## src/rtl/deglitch_pkg.sv

```systemverilog
package deglitch_pkg;
  localparam int unsigned ADDR_W      = 8;
  localparam int unsigned DATA_W      = 32;
  localparam int unsigned IVL_W       = 20;
  localparam logic [7:0]  IVL_ADDR    = 8'h08;
  localparam int unsigned PORT_BASE   = 'h40;
  localparam int unsigned PORT_STRIDE = 'h10;
  localparam int unsigned EN_OFS      = 'h4;

  function automatic logic [ADDR_W-1:0] en_addr(input int unsigned p);
    int unsigned a;
    a = PORT_BASE + PORT_STRIDE * p + EN_OFS;
    return a[ADDR_W-1:0];
  endfunction
endpackage

```

## src/rtl/dgf_tick.sv

```systemverilog
module dgf_tick #(
  parameter int unsigned DIV = 10
) (
  input  logic clk,
  input  logic rst_n,
  output logic tick
);
  generate
    if (DIV <= 1) begin : g_every
      assign tick = rst_n;
    end else begin : g_div
      localparam int unsigned CW = $clog2(DIV);
      logic [CW-1:0] cnt_q;
      always_ff @(posedge clk) begin
        if (!rst_n) cnt_q <= '0;
        else if (cnt_q == CW'(DIV - 1)) cnt_q <= '0;
        else cnt_q <= cnt_q + 1'b1;
      end
      assign tick = (cnt_q == CW'(DIV - 1));
    end
  endgenerate
endmodule

```

## src/rtl/dgf_regs.sv

```systemverilog
module dgf_regs
  import deglitch_pkg::*;
#(
  parameter int unsigned NUM_PORTS = 4
) (
  input  logic                   clk,
  input  logic                   rst_n,
  input  logic                   bus_we,
  input  logic                   bus_word,
  input  logic [ADDR_W-1:0]      bus_addr,
  input  logic [DATA_W-1:0]      bus_wdata,
  input  logic [ADDR_W-1:0]      bus_raddr,
  output logic [DATA_W-1:0]      bus_rdata,
  output logic [IVL_W-1:0]       ivl,
  output logic [8*NUM_PORTS-1:0] en,
  output logic                   restart
);
  always_ff @(posedge clk) begin
    if (!rst_n) begin
      ivl     <= '0;
      restart <= 1'b0;
    end else begin
      restart <= 1'b0;
      if (bus_we && bus_word && bus_addr == IVL_ADDR) begin
        ivl     <= bus_wdata[IVL_W-1:0];
        restart <= 1'b1;
      end
    end
  end

  for (genvar p = 0; p < NUM_PORTS; p++) begin : g_en
    always_ff @(posedge clk) begin
      if (!rst_n) en[8*p +: 8] <= 8'h00;
      else if (bus_we && !bus_word && bus_addr == en_addr(p))
        en[8*p +: 8] <= bus_wdata[7:0];
    end
  end

  always_comb begin
    bus_rdata = '0;
    if (bus_raddr == IVL_ADDR) bus_rdata = DATA_W'(ivl);
    for (int p = 0; p < NUM_PORTS; p++)
      if (bus_raddr == en_addr(p)) bus_rdata = DATA_W'(en[8*p +: 8]);
  end
endmodule

```

## src/rtl/dgf_chan.sv

```systemverilog
module dgf_chan
  import deglitch_pkg::*;
(
  input  logic             clk,
  input  logic             rst_n,
  input  logic             raw,
  input  logic             en,
  input  logic [IVL_W-1:0] ivl,
  input  logic             tick,
  input  logic             restart,
  output logic             level
);
  logic             s1_q, s2_q, held_q;
  logic [IVL_W-1:0] cnt_q;
  logic             bypass;
  logic [IVL_W:0]   next_cnt;

  assign bypass   = !en || (ivl == '0);
  assign next_cnt = {1'b0, cnt_q} + 1'b1;

  always_ff @(posedge clk) begin
    if (!rst_n) begin
      s1_q <= 1'b0;
      s2_q <= 1'b0;
    end else begin
      s1_q <= raw;
      s2_q <= s1_q;
    end
  end

  always_ff @(posedge clk) begin
    if (!rst_n) begin
      held_q <= 1'b0;
      cnt_q  <= '0;
    end else if (bypass) begin
      held_q <= s2_q;
      cnt_q  <= '0;
    end else if (restart || s2_q == held_q) begin
      cnt_q <= '0;
    end else if (tick) begin
      if (next_cnt >= {1'b0, ivl}) begin
        held_q <= s2_q;
        cnt_q  <= '0;
      end else begin
        cnt_q <= next_cnt[IVL_W-1:0];
      end
    end
  end

  assign level = bypass ? s2_q : held_q;
endmodule

```

## src/rtl/deglitch_bank.sv

```systemverilog
module deglitch_bank
  import deglitch_pkg::*;
#(
  parameter int unsigned NUM_PORTS = 4,
  parameter int unsigned CLK_HZ    = 50_000_000,
  parameter int unsigned TICK_NS   = 200
) (
  input  logic                   clk,
  input  logic                   rst_n,
  input  logic                   bus_we,
  input  logic                   bus_word,
  input  logic [7:0]             bus_addr,
  input  logic [31:0]            bus_wdata,
  input  logic [7:0]             bus_raddr,
  output logic [31:0]            bus_rdata,
  input  logic [8*NUM_PORTS-1:0] din,
  output logic [8*NUM_PORTS-1:0] dout
);
  localparam int unsigned NCH      = 8 * NUM_PORTS;
  localparam int unsigned RAW_DIV  = (CLK_HZ / 1000) * TICK_NS / 1_000_000;
  localparam int unsigned TICK_DIV = (RAW_DIV < 1) ? 1 : RAW_DIV;

  logic             tick_w;
  logic             restart_w;
  logic [IVL_W-1:0] ivl_w;
  logic [NCH-1:0]   en_w;

  dgf_tick #(.DIV(TICK_DIV)) u_tick (
    .clk  (clk),
    .rst_n(rst_n),
    .tick (tick_w)
  );

  dgf_regs #(.NUM_PORTS(NUM_PORTS)) u_regs (
    .clk      (clk),
    .rst_n    (rst_n),
    .bus_we   (bus_we),
    .bus_word (bus_word),
    .bus_addr (bus_addr),
    .bus_wdata(bus_wdata),
    .bus_raddr(bus_raddr),
    .bus_rdata(bus_rdata),
    .ivl      (ivl_w),
    .en       (en_w),
    .restart  (restart_w)
  );

  for (genvar c = 0; c < NCH; c++) begin : g_ch
    dgf_chan u_ch (
      .clk    (clk),
      .rst_n  (rst_n),
      .raw    (din[c]),
      .en     (en_w[c]),
      .ivl    (ivl_w),
      .tick   (tick_w),
      .restart(restart_w),
      .level  (dout[c])
    );
  end
endmodule

```

## config.mk

```make
export PLATFORM = sky130hd
export DESIGN_NAME = deglitch_bank
export DESIGN_NICKNAME = d
export VERILOG_FILES = /design/src/rtl/deglitch_pkg.sv /design/src/rtl/dgf_tick.sv /design/src/rtl/dgf_regs.sv /design/src/rtl/dgf_chan.sv /design/src/rtl/deglitch_bank.sv
export SDC_FILE = /design/constraint.sdc
export NUM_CORES = 2
export LEC_CHECK = 0
export ABC_CLOCK_PERIOD_IN_PS = 7200
export BUFFER_PORTS_ARGS = -buffer_cell sky130_fd_sc_hd__buf_2
export CAP_MARGIN = 20
export CORE_MARGIN = 2
export CORE_UTILIZATION = 45
export DETAILED_ROUTE_END_ITERATION = 6
export PLACE_DENSITY_LB_ADDON = 0.2
export SYNTH_ARGS = -nofsm -noshare
export SYNTH_HDL_FRONTEND = slang
export SYNTH_SLANG_ARGS = --single-unit
```

## constraint.sdc

```tcl
create_clock -name clk -period 7.2 [get_ports clk]
set_input_delay 1.44 -clock clk [delete_from_list [all_inputs] [get_ports clk]]
set_output_delay 1.44 -clock clk [all_outputs]
set_load 0.05 [all_outputs]
```

# Word-level counts from Yosys, hierarchy flattened
# Cells that the tools add are included.
# totals
reg_bits	793
latchBits	0
mem_bits_rw	0
rom_bits	0
input_bits	84
n_memories	0
# classes
n_addsub	33
mul	0
n_div	0
order_cmp	32
n_eq_ne	75
shifts	0
n_mux	198
bitwise	1
n_reduce_logical	234
# op_table
cell	count
20-bit 2-to-1 mux	37
20-bit by 1-bit adder with 21-bit output, second input constant	32
21-bit by 20-bit >= comparator with 1-bit output	32
1-bit 2-to-1 mux	161
2-bit nonzero test	64
3-bit AND reduction	32
3-bit OR reduction	32
8-bit by 7-bit == test with 1-bit output, second input constant	8
1-bit logical OR	64
2-bit by 1-bit != test with 1-bit output, second input constant	32
1-bit logical NOT	33
1-bit == test	32
20-bit logical NOT	1
8-bit by 4-bit == test with 1-bit output, second input constant	2
1-bit logical AND	7
4-bit by 1-bit adder with 4-bit output, second input constant	1
4-bit == test, second input constant	1
2-bit OR reduction	1
1-bit NOT	1

# Depth between registers and ports, before layout
# logic_depth
ltp_word	6
mapped_depth	17
mapped_depth_nobuf	14

# Modules after synthesis
# A second synthesis with hierarchy kept.
# hier_totals
cells_unflattened	8647
hier_area_um2	66887.9
# modules_own_cells
module	instances	cells_each	area_per_inst_um2	seq_area_each_um2
dgf_chan (g_ch[18].u_ch ...)	17	271	2042.0	460.4
dgf_chan (g_ch[0].u_ch ...)	15	249	1969.4	460.4
dgf_regs	1	285	2444.8	1061.0
dgf_tick	1	20	188.9	80.1

# Least setup slack after synthesis
# Ideal clock, no wire load.
# synth_path
kind	in2out
start	input port bus_raddr[4]
end	output port bus_rdata[5]
arrival_time_ns	3.205
slack_ns	2.555
cell_stages	4
path_cell_list	clkbuf_1 mux4_2 inv_1 o21ai_0
# synth_via
elab_chain_len	6
# synth_rtl
element	line	text
start: declaration	deglitch_bank.sv:14	input logic [7:0] bus_raddr,
8-bit by 4-bit == test with 1-bit output	dgf_regs.sv:41	if (bus_raddr == IVL_ADDR) bus_rdata = DATA_W'(ivl);
20-bit 2-to-1 mux	dgf_regs.sv:41	
20-bit 2-to-1 mux (3 in a row)	dgf_regs.sv:43	if (bus_raddr == en_addr(p)) bus_rdata = DATA_W'(en[8*p +: 8]);
20-bit 2-to-1 mux (*)	dgf_regs.sv:43	
end: declaration	deglitch_bank.sv:15	output logic [31:0] bus_rdata,
# Mark *: on every way between the ends. The rest lies on a longest branch, timed or not.

# Worst setup path after layout
# layout_path
start	register u_regs.ivl[6]
end	output port dout[30]
# layout_via
elab_chain_len	3
# layout_rtl
element	line	text
start: declaration	dgf_regs.sv:14	output logic [IVL_W-1:0] ivl,
start signal: assignment	dgf_regs.sv:25	ivl <= bus_wdata[IVL_W-1:0];
20-bit logical NOT	dgf_chan.sv:18	assign bypass = !en || (ivl == '0);
1-bit logical OR	dgf_chan.sv:18	
1-bit 2-to-1 mux	dgf_chan.sv:50	assign level = bypass ? s2_q : held_q;
end: declaration	deglitch_bank.sv:17	output logic [8*NUM_PORTS-1:0] dout
# No other way between the ends.

==> results.md <==
Outcome:
- The run finished with clean final reports.

Yosys:
- The mean area per synthesized cell is around 8.0 um2.
- By area the synthesized netlist is led by dfxtp_1, ha_1, nand3_1, xnor2_1, nand2_1.
- The area share of the leading cell type in the synthesized netlist is approximately 27%.
- For this run, the leading register cell type out of synthesis is dfxtp_1.
- Summed over all instances, the cell type with the most area after synthesis is dfxtp_1.
- The count of flip-flops with a built-in enable after synthesis is 0.
- The share of flip-flops with an asynchronous set or reset is 0%.
- The post-synthesis cell type count is between 100 and 150.
- Synthesis handed over a netlist of 7334 instances.
- Yosys printed 0 warnings.
- The number of synthesized register bits is slightly below 800.
- The portion of the post-synthesis area used by sequential elements is 27.0%.
- Summing every instance area after synthesis gives a little under 60000 um2.

Timing:
- For this run, the top clock speed supported by timing is approximately 0.19 GHz.
- At the pin with the least slew margin, the transition time is roughly 1.1 ns.
- The ratio of final minimum period to clock period is 74.5%.
- Summed over all failing endpoints, the final setup total negative slack is 0 ns.
- Between clock sinks in the finished design, the worst skew comes to 0.0418 ns.
- The final setup slack of the worst path is around 1.8 ns.
- The final period demand of the worst path is approximately 5.4 ns.
- The worst slew margin relative to its limit is roughly a quarter.
- Setup repair after global routing left no endpoint under its margin.
- The max-slew violation count is 0.
- The final number of hold-violating endpoints is 0.
- The number of setup violations in the final report is 0.

Route:
- In this run, the number of DRC markers left after iteration 0 of detailed routing was approximately 4200.
- The average routed wire per standard cell is between 15 and 20 um.
- The final routed DRC violation total is 0.
- The count of nets left with antenna violations once routing finished came out at 0.
- Summed over all layers, the routed wires come to 180 mm.
- The ratio of routed vias to standard cells is 6.05.
- Before antenna repair, the detailed router went through 6 iterations.
- The via count of the routed design is between 50000 and 60000.

Power and ir drop:
- The peak ir drop on the vdd network is approximately 0.31 mV.
- The power per standard cell area is 153 nW/um2.
- The standby leakage power is around 26 nW.

CTS:
- Buffers inserted to repair hold after CTS numbered 0.
- Clock-pin slew was measured on the worst setup and hold paths at roughly 0.06 ns.
- The total clock sinks is approximately 790.
- Counting the buffers created by CTS gives 93.
- The worst-skew pair later-pin latency is 0.73 ns.
- The clock passes through at most 3 buffers.
- The CTS H-tree depth is 3.
- The cell at the root of the clock tree is clkbuf_16.
- The clock tree from TritonCTS is done.
- In this run, post-CTS repair resized a total of 0 instances.
- The post-CTS setup buffer count is 0.

Die:
- In this run the standard cell core region covers ~130000 um2.
- The die is between 300 and 400 um wide.
- The die covers approximately 130000 um2.
- The number of placed I/O pins is approximately 150.
- The initialized floorplan defines 132 standard-cell rows.
- The starting density of the core is between 40% and 50%.
- The die boundary height is between 300 and 400 um.

Setup path:
- The worst setup path is launched from a flop.
- At the worst endpoint, the arrival time is 3.92 ns.
- In this run the critical register-to-register path is launched from g_ch[21].u_ch.cnt_q[0].
- For this design, the slowest cell found on the critical path is nor4_1.
- The critical path goes through nor4_1 > and3_1 > nand2_2 > buf_4 > nand2_1 > mux2_2 > buf_2.
- The category of the worst setup path capture point is an output pin.
- In this run the register-to-register setup slack is 2.46 ns.
- STA puts the critical path data required time at 5.76 ns.
- The worst setup path is of the reg -> out kind.
- The number of cells on the worst reg-to-reg path is 13.
- The end point of the critical path is dout[30].
- The worst register-to-register path ends at g_ch[21].u_ch.cnt_q[16].
- For this run, the slowest stage of the critical path takes 0.82 ns.
- Tracing the worst setup path back leads to its startpoint at u_regs.ivl[6].
- In this run the worst path has a maximum fanout of between 40 and 50.

Global routing:
- The met1 usage is 36.6%.
- The largest net degree at the start of global routing is ~160.
- After global routing, the most crowded layer is met2.
- For this run the aggregate overflow at the end of global routing stands at 0.
- The fraction of met2 tracks used by global routing is between 40% and 50%.
- The first global-routing pass estimated between 200 and 300 mm of wire.
- The initial antenna violation count came to 7.
- Global routing used 26.3% of the available tracks across all layers.
- For met3 alone, demand over resource in global routing was under 10%.
- The number of global-route vias before repair came to 50100.

Finish:
- The share of layout cells above drive strength 1 is under 10%.
- The final layout contains slightly below 8000 nets.
- The final cell area excluding filler cells is around 63000 um2.
- In the layout the commonest cells are nand2_1, dfxtp_1, nand3_1, ha_1, a21oi_1.
- 0 antenna diodes ended up in the layout.
- Leaving out fill and tap cells, the most frequent cell in the layout is nand2_1.
- The area overhead of the layout relative to synthesis is 8.09%.

Place:
- Detailed placement finished with a half-perimeter wire length of 118 mm.
- Timing analysis after detailed placement gives a worst setup slack of about 2.2 ns.
- The routability congestion estimate from global placement is roughly 0.86.
- The count of buffers from port buffering is roughly 120.
- The post-detailed-placement cell area is approximately 60000 um2.

Worst hold path:
- The worst hold path belongs to the class reg -> reg.
- The cell count of the worst hold path is 1.
- In this run the most critical hold path is launched from g_ch[7].u_ch.s1_q.

Job:
- The number of max-cap violations is 0.
## per-layer routing
layer / vias up / share of wire [%] / wire (um)
li1: 26600 / - / -
met1: 26100 / 46 / 83500
met2: 1567 / 44 / 79300
met3: 303 / 6.4 / 11500
met4: 10 / 3.0 / 5400
met5: - / 0.037 / 66
## critical path: cells and delay by family (launching register included)
family / cells / cell delay (ns)
and+or+nand+nor: 4 / 1.66
buffers and inverters: 2 / 0.69
muxes: 1 / 0.45
DFF: 1 / 0.37
## flip-flops by register name (all words and copies together), names as in the netlist
signal,cells
g_ch.u_ch.s2_q,32
u_regs.en,32
g_ch.u_ch.held_q,32
g_ch.u_ch.cnt_q,640
u_regs.ivl,20
g_ch.u_ch.s1_q,32
u_regs.restart,1
u_tick.g_div.cnt_q,4
## report_power, final
group	switching (mW)	internal (mW)
registers	0.0164	4.41
clock network	2.08	2.99
logic	0.138	0.0561
## cell type report
class,count,area (um2)
inverter,95,383
multi-input combinational,6011,40500
clock buffer,136,2810
clock inverter,36,424
timing repair buffer,201,1240
tap,1742,2180
sequential,793,15900
fill,12500,66000
## cells in the mapped netlist, types with 78 or more instances
| cell | number |
|---|---|
| a31o_2 | 83 |
| buf_2 | 87 |
| nor2_1 | 410 |
| a21o_1 | 78 |
| ha_1 | 674 |
| o21ai_0 | 231 |
| and3_1 | 276 |
| a21oi_1 | 557 |
| nand2_1 | 850 |
| nand4_1 | 194 |
| xnor2_1 | 406 |
| xor2_1 | 208 |
| dfxtp_1 | 793 |
| and2_1 | 97 |
| nor4_1 | 112 |
| inv_1 | 95 |
| nor3_1 | 104 |
| clkbuf_1 | 280 |
| nand3_1 | 734 |
## cells by family after synthesis
kind of cell / synth area share [%]
AOI/OAI and AO/OA: 15.8
xor gates and xnor gates: 9.19
adders and majority gates: 14.4
buffers and inverters: 4.04
DFF: 27.0
muxes: 1.60
other: 0.00639
and+or+nand+nor: 27.9
## worst min-delay path by stage
stage                               endpoint  slack [ns]
after floorplan            g_ch[0].u_ch.s2_q        0.41
after global placement     g_ch[8].u_ch.s2_q        0.42
after detailed placement  g_ch[14].u_ch.s2_q        0.42
after CTS                  g_ch[7].u_ch.s2_q        0.44
after global routing       g_ch[7].u_ch.s2_q        0.45
final                      g_ch[7].u_ch.s2_q        0.43
## metrics by stage
step	total power, mW	utilization [%]	hold slack (ns)	std cells
floorplan	4.65	-	0.412	7345
global placement	4.71	46.5	0.417	8839
detailed placement	4.72	46.5	0.421	8839
CTS	9.78	49.0	0.439	9011
global route	9.97	49.0	0.449	9014
finish	9.69	49.0	0.434	9014
Power figures use the tool's default switching activity.
